<file path="src/rtl/bcx_irq_pkg.sv">
package bcx_irq_pkg;
  typedef enum logic [2:0] {
    SQ_IDLE,
    SQ_ARB,
    SQ_WSTAT,
    SQ_WPTR,
    SQ_RTAIL,
    SQ_WAITR
  } seq_state_e;

  localparam int unsigned CFG_BIT_HP  = 0;
  localparam int unsigned CFG_BIT_STD = 1;
  localparam int unsigned CFG_W       = 2;
endpackage

</file>
<file path="src/rtl/irq_evt_fifo.sv">
module irq_evt_fifo #(
  parameter int unsigned W     = 32,
  parameter int unsigned DEPTH = 4
) (
  input  logic         clk,
  input  logic         rst_n,
  input  logic         push_valid_i,
  output logic         push_ready_o,
  input  logic [W-1:0] push_data_i,
  output logic         head_valid_o,
  output logic [W-1:0] head_data_o,
  input  logic         pop_i
);
  localparam int unsigned PTRW = (DEPTH > 1) ? $clog2(DEPTH) : 1;

  logic [W-1:0]  slot_q [DEPTH];
  logic [PTRW-1:0] wr_q, rd_q;
  logic [PTRW:0]   cnt_q;
  logic            do_push, do_pop;

  assign push_ready_o = (cnt_q != (PTRW+1)'(DEPTH));
  assign head_valid_o = (cnt_q != '0);
  assign head_data_o  = slot_q[rd_q];
  assign do_push      = push_valid_i && push_ready_o;
  assign do_pop       = pop_i && head_valid_o;

  always_ff @(posedge clk) begin
    if (do_push) slot_q[wr_q] <= push_data_i;
  end

  always_ff @(posedge clk) begin
    if (!rst_n) begin
      wr_q  <= '0;
      rd_q  <= '0;
      cnt_q <= '0;
    end else begin
      if (do_push) wr_q <= (wr_q == PTRW'(DEPTH-1)) ? '0 : wr_q + PTRW'(1);
      if (do_pop)  rd_q <= (rd_q == PTRW'(DEPTH-1)) ? '0 : rd_q + PTRW'(1);
      case ({do_push, do_pop})
        2'b10:   cnt_q <= cnt_q + (PTRW+1)'(1);
        2'b01:   cnt_q <= cnt_q - (PTRW+1)'(1);
        default: cnt_q <= cnt_q;
      endcase
    end
  end
endmodule

</file>
<file path="src/rtl/irq_hp_ctl.sv">
module irq_hp_ctl (
  input  logic clk,
  input  logic rst_n,
  input  logic evt_i,
  input  logic msg_err_i,
  input  logic irq_en_i,
  input  logic ack_i,
  output logic irq_o,
  output logic hold_o
);
  always_ff @(posedge clk) begin
    if (!rst_n) begin
      irq_o  <= 1'b0;
      hold_o <= 1'b0;
    end else begin
      if (evt_i && irq_en_i) irq_o <= 1'b1;
      else if (ack_i)        irq_o <= 1'b0;
      if (evt_i && msg_err_i) hold_o <= 1'b1;
      else if (ack_i)         hold_o <= 1'b0;
    end
  end
endmodule

</file>
<file path="src/rtl/irq_log_seq.sv">
module irq_log_seq
  import bcx_irq_pkg::*;
#(
  parameter int unsigned   AW       = 16,
  parameter int unsigned   DW       = 16,
  parameter logic [AW-1:0] LOG_BASE = '0
) (
  input  logic          clk,
  input  logic          rst_n,
  input  logic          ent_valid_i,
  input  logic [DW-1:0] ent_status_i,
  input  logic [AW-1:0] ent_ptr_i,
  input  logic          stall_i,
  output logic          ent_pop_o,
  output logic          done_o,
  output logic          dma_req_o,
  input  logic          dma_gnt_i,
  output logic          cmd_valid_o,
  input  logic          cmd_ready_i,
  output logic          cmd_we_o,
  output logic [AW-1:0] cmd_addr_o,
  output logic [DW-1:0] cmd_wdata_o,
  input  logic          rvalid_i,
  input  logic [DW-1:0] rdata_i
);
  seq_state_e    state_q;
  logic [AW-1:0] log_ptr_q;
  logic          rd_done;

  assign rd_done   = (state_q == SQ_WAITR) && rvalid_i;
  assign ent_pop_o = rd_done;
  assign done_o    = rd_done;
  assign dma_req_o = (state_q != SQ_IDLE);

  always_comb begin
    cmd_valid_o = 1'b0;
    cmd_we_o    = 1'b0;
    cmd_addr_o  = log_ptr_q;
    cmd_wdata_o = '0;
    case (state_q)
      SQ_WSTAT: begin
        cmd_valid_o = 1'b1;
        cmd_we_o    = 1'b1;
        cmd_wdata_o = ent_status_i;
      end
      SQ_WPTR: begin
        cmd_valid_o = 1'b1;
        cmd_we_o    = 1'b1;
        cmd_addr_o  = log_ptr_q + AW'(1);
        cmd_wdata_o = DW'(ent_ptr_i);
      end
      SQ_RTAIL: begin
        cmd_valid_o = 1'b1;
        cmd_addr_o  = log_ptr_q + AW'(2);
      end
      default: ;
    endcase
  end

  always_ff @(posedge clk) begin
    if (!rst_n) begin
      state_q   <= SQ_IDLE;
      log_ptr_q <= LOG_BASE;
    end else begin
      case (state_q)
        SQ_IDLE:  if (ent_valid_i && !stall_i) state_q <= SQ_ARB;
        SQ_ARB:   if (dma_gnt_i)   state_q <= SQ_WSTAT;
        SQ_WSTAT: if (cmd_ready_i) state_q <= SQ_WPTR;
        SQ_WPTR:  if (cmd_ready_i) state_q <= SQ_RTAIL;
        SQ_RTAIL: if (cmd_ready_i) state_q <= SQ_WAITR;
        SQ_WAITR: if (rvalid_i) begin
          state_q   <= SQ_IDLE;
          log_ptr_q <= rdata_i[AW-1:0];
        end
        default:  state_q <= SQ_IDLE;
      endcase
    end
  end
endmodule

</file>
<file path="src/rtl/irq_std_out.sv">
module irq_std_out (
  input  logic clk,
  input  logic rst_n,
  input  logic done_i,
  input  logic lvl_en_i,
  input  logic ack_i,
  output logic pulse_n_o,
  output logic lvl_o
);
  logic pulse_q;

  assign pulse_n_o = ~pulse_q;

  always_ff @(posedge clk) begin
    if (!rst_n) begin
      pulse_q <= 1'b0;
      lvl_o   <= 1'b0;
    end else begin
      pulse_q <= done_i;
      if (done_i && lvl_en_i) lvl_o <= 1'b1;
      else if (ack_i)         lvl_o <= 1'b0;
    end
  end
endmodule

</file>
<file path="src/rtl/bcx_irq_unit.sv">
module bcx_irq_unit
  import bcx_irq_pkg::*;
#(
  parameter int unsigned   AW       = 16,
  parameter int unsigned   DW       = 16,
  parameter int unsigned   QDEPTH   = 4,
  parameter logic [AW-1:0] LOG_BASE = 16'h0100
) (
  input  logic                clk,
  input  logic                rst_n,
  input  logic                hp_evt_i,
  input  logic                hp_msg_err_i,
  input  logic                std_evt_valid_i,
  output logic                std_evt_ready_o,
  input  logic [DW-1:0]       std_status_i,
  input  logic [AW-1:0]       cur_blk_ptr_i,
  input  logic                cfg_en_wr_i,
  input  logic [CFG_W-1:0]    cfg_en_wdata_i,
  input  logic                cfg_ack_wr_i,
  input  logic [CFG_W-1:0]    cfg_ack_wdata_i,
  output logic                hp_irq_o,
  output logic                ctl_hold_o,
  output logic                std_irq_pulse_n_o,
  output logic                std_irq_lvl_o,
  output logic                dma_req_o,
  input  logic                dma_gnt_i,
  output logic                dma_cmd_valid_o,
  input  logic                dma_cmd_ready_i,
  output logic                dma_cmd_we_o,
  output logic [AW-1:0]       dma_cmd_addr_o,
  output logic [DW-1:0]       dma_cmd_wdata_o,
  input  logic                dma_rvalid_i,
  input  logic [DW-1:0]       dma_rdata_i
);
  localparam int unsigned EW = DW + AW;

  logic [CFG_W-1:0] en_q;
  logic [CFG_W-1:0] ack_hit;
  logic             head_valid, head_pop, burst_done;
  logic [EW-1:0]    head_data;

  always_ff @(posedge clk) begin
    if (!rst_n)           en_q <= '0;
    else if (cfg_en_wr_i) en_q <= cfg_en_wdata_i;
  end

  assign ack_hit = cfg_ack_wr_i ? cfg_ack_wdata_i : '0;

  irq_hp_ctl u_hp (
    .clk       (clk),
    .rst_n     (rst_n),
    .evt_i     (hp_evt_i),
    .msg_err_i (hp_msg_err_i),
    .irq_en_i  (en_q[CFG_BIT_HP]),
    .ack_i     (ack_hit[CFG_BIT_HP]),
    .irq_o     (hp_irq_o),
    .hold_o    (ctl_hold_o)
  );

  irq_evt_fifo #(.W(EW), .DEPTH(QDEPTH)) u_q (
    .clk          (clk),
    .rst_n        (rst_n),
    .push_valid_i (std_evt_valid_i),
    .push_ready_o (std_evt_ready_o),
    .push_data_i  ({std_status_i, cur_blk_ptr_i}),
    .head_valid_o (head_valid),
    .head_data_o  (head_data),
    .pop_i        (head_pop)
  );

  irq_log_seq #(.AW(AW), .DW(DW), .LOG_BASE(LOG_BASE)) u_seq (
    .clk          (clk),
    .rst_n        (rst_n),
    .ent_valid_i  (head_valid),
    .ent_status_i (head_data[EW-1:AW]),
    .ent_ptr_i    (head_data[AW-1:0]),
    .stall_i      (ctl_hold_o),
    .ent_pop_o    (head_pop),
    .done_o       (burst_done),
    .dma_req_o    (dma_req_o),
    .dma_gnt_i    (dma_gnt_i),
    .cmd_valid_o  (dma_cmd_valid_o),
    .cmd_ready_i  (dma_cmd_ready_i),
    .cmd_we_o     (dma_cmd_we_o),
    .cmd_addr_o   (dma_cmd_addr_o),
    .cmd_wdata_o  (dma_cmd_wdata_o),
    .rvalid_i     (dma_rvalid_i),
    .rdata_i      (dma_rdata_i)
  );

  irq_std_out u_std (
    .clk       (clk),
    .rst_n     (rst_n),
    .done_i    (burst_done),
    .lvl_en_i  (en_q[CFG_BIT_STD]),
    .ack_i     (ack_hit[CFG_BIT_STD]),
    .pulse_n_o (std_irq_pulse_n_o),
    .lvl_o     (std_irq_lvl_o)
  );
endmodule

</file>
<file path="config.mk">
export PLATFORM = sky130hd
export DESIGN_NAME = bcx_irq_unit
export DESIGN_NICKNAME = d
export VERILOG_FILES = /design/src/rtl/bcx_irq_pkg.sv /design/src/rtl/irq_evt_fifo.sv /design/src/rtl/irq_hp_ctl.sv /design/src/rtl/irq_log_seq.sv /design/src/rtl/irq_std_out.sv /design/src/rtl/bcx_irq_unit.sv
export SDC_FILE = /design/constraint.sdc
export NUM_CORES = 1
export LEC_CHECK = 0
export ABC_AREA = 1
export BUFFER_PORTS_ARGS = -buffer_cell sky130_fd_sc_hd__buf_4
export CORE_AREA = 2 2 108 189
export DETAILED_ROUTE_END_ITERATION = 10
export DIE_AREA = 0 0 110 191
export PLACE_DENSITY = 0.63
export SYNTH_ARGS = -nofsm -noshare
export SYNTH_HDL_FRONTEND = slang
export SYNTH_SLANG_ARGS = --single-unit
</file>
<file path="constraint.sdc">
create_clock -name clk -period 4.3 [get_ports clk]
set_clock_uncertainty 0.1 [all_clocks]
set_input_delay 0.43 -clock clk [delete_from_list [all_inputs] [get_ports clk]]
set_output_delay 0.43 -clock clk [all_outputs]
set_load 0.05 [all_outputs]
</file>
==> results by group <==
Synth
  – Net count after synthesis: 813
  – Post-synthesis sequential area ratio: 62.1%
  – Yosys warning count: 0
  – Post-Synthesis Cells: 742
  – Synth area leader: edfxtp_1
  – Ys async rst share: 0%
  – #FFs+latches synth: 162
  – Cell area after synthesis: 0.00728 mm2
  – Number of synthesized flops with an enable pin: 128
  – Synth top area cells: edfxtp_1, dfxtp_1, o21ai_0
  – Post-Syn Area per Cell: 9.82 um2
  – Main flop type after synthesis: edfxtp_1
  – Yosys top cell area share: 52.8%
  – Library cells used by synthesis: 37

Clocking
  – Post-CTS sizing: 0
  – Clk buf depth: 2
  – Clock Latency Late Sink: 0.43 ns
  – CTS sink cnt: 162
  – # Post-CTS Setup Buffers: 0
  – Worst-path clk slew: 0.07 ns
  – CTS root buf: clkbuf_16
  – CTS tree: done
  – H-tree depth: 4
  – Hold Buf Count CTS: 0
  – Clock buffer count from CTS: 17

Global route
  – First-pass GRT wire length: 25900 um
  – Total gr overflow: 0
  – Pin count of the biggest net entering global routing: 65
  – Tot GR Track Use: 16.5%
  – Vias in the first global route: 5214
  – Initial antenna violation count: 1

Detailed routing
  – First drt pass iteration count: 4
  – Wire per inst: 15.2 um
  – Post-DR vias/cell: 4.93
  – Vias: 5400
  – Routed WL: 16700 um
  – DRC: 0
  – Final antenna-violating net count: 0
  – Drt first-iter violations: 414

Worst setup path
  – Setup CP Type: reg2out
  – Crit Path Max Fanout: 35
  – Worst path required time: 3.77 ns
  – Startpoint Class: register
  – Crit. End Element: output pin
  – WP data arrival: 2.39 ns
  – Reg2reg path depth: 9

Power and ir drop
  – Total power: 4.39 mW
  – Pleak: 3.41 nW
  – Peak supply drop: 0.394 mV
  – Pwr per Cell Area: 495 mW/mm2

STA
  – Final hold vios: 0
  – Final Max Tran Viols: 0
  – Final setup viols: 0
  – Tmin final: 2.92 ns
  – Fin Hold WS: 0.102 ns
  – Relative slew slack: 31.4%
  – Worst-Margin Slew: 1.03 ns
  – F_max: 342 MHz
  – Setup_tns: 0 ns
  – Fin crit share: 67.9%
  – RSZ-0062 raised after global routing: no

Die
  – Starting Density: 37.4%
  – Die Area: 0.0210 mm2
  – Num rows: 68
  – IO Pins: 102
  – Chip width: 110 um
  – Core area: 0.0195 mm2
  – Chip Height: 191 um

Placed design
  – Placer Congestion: 0.882
  – Post-DP Area: 0.00825 mm2
  – Port-buffer cells: 101
  – Dpl cells: 1063
  – Post-DP HPWL: 10900 um

Final layout
  – Multi-input logic area: 0.00239 mm2
  – Share of post-route cells with drive strength above 1: 21.5%
  – Commonest non-fill, non-tap cell in the layout: nor2_1
  – Final Non-Filler Cells: 1096
  – Final net count: 908
  – Layout area overhead: 21.5%
  – Finished Cell Area: 0.00885 mm2
  – Filler cells: 1833
  – FF+latch area: 0.00453 mm2
  – Most frequent cells in the layout: nor2_1, edfxtp_1, o21ai_0

Min path
  – Hold path depth: 1
  – Hold Path Class: in2reg

Flow run
  – Max Cap Viol: 0

Run status
  – Status: finished, final reports clean
==> synth_stat cells, drive strengths merged (3+ instances only) <==
| master | number |
|---|---|
| nor3 | 3 |
| o21ai | 151 |
| nand4 | 9 |
| buf | 17 |
| ha | 8 |
| clkbuf | 14 |
| o211ai | 5 |
| nor2 | 150 |
| nand3 | 25 |
| edfxtp | 128 |
| inv | 59 |
| a21oi | 25 |
| nand2 | 105 |
| dfxtp | 34 |
==> path summary, 6_finish.rpt <==
path | from | end | slack, ns
worst min register to register | en_q[0] | u_hp.irq_o | 0.36
worst min-delay path | std_status_i[8] | u_q.slot_q[0][24] | 0.10
worst max register to register | u_seq.state_q[2] | u_q.cnt_q[2] | 1.70
worst max-delay path | register | dma_cmd_wdata_o[9] | 1.38
==> kinds of logic (layout without fill, tap and decap cells) <==
logic type	count (synthesis)	after routing	synth area share [%]
AO/OA/AOI/OAI	184	184	13.0
flip-flops	162	162	62.1
other	0	1	0
buffers and inverters	91	199	5.26
adder cells (fa/ha/maj)	9	9	1.65
XOR/XNOR	1	1	0.120
AND/OR/NAND/NOR	295	295	17.9
==> metrics by stage <==
step	worst slack, ns	util, %
floorplan	1.32	-
global placement	1.70	42.4
detailed placement	1.70	42.4
CTS	1.35	45.4
global route	1.14	45.4
finish	1.38	45.4
==> state kept, by name, indices dropped and copies added, names as in the netlist, 2 cells and up, named ones only <==
| name | count |
|---|---|
| u_seq.state_q | 3 |
| u_q.wr_q | 2 |
| en_q | 2 |
| u_q.slot_q | 128 |
| u_q.rd_q | 2 |
| u_q.cnt_q | 3 |
| u_seq.log_ptr_q | 16 |
==> layout make-up <==
| cell class | instances | share of cell area, % |
|---|---|---|
| multi-input cells | 489 | 27.0 |
| well taps | 245 | 3.46 |
| clock buffers | 17 | 4.81 |
| flip-flops and latches | 162 | 51.1 |
| diodes | 1 | 0.0283 |
| repair buffers | 107 | 9.07 |
| clock inverters | 15 | 1.94 |
| inverters | 60 | 2.59 |
==> routing by layer <==
metal  part of all wire (%)  GRT usage [%]
met2                     56           31.1
met4                    2.9           8.33
met3                    4.6           3.31
met5                      0              0
met1                     37           16.6
==> power breakdown <==
group          total, mW  switching (mW)  internal, mW
clock               1.50           0.633         0.872
sequential          1.86          0.0684          1.79
combinational       1.03           0.732         0.294
==> worst max-delay path: stages, from the launching register on <==
cell and delay [ns]:
dfxtp_2 0.67, buf_4 0.43, o21ai_0 0.13, o21ai_0 0.18, inv_1 0.05, o21ai_1 0.21
buf_4 0.26
Note: power is estimated with default switching activity, not from simulation.
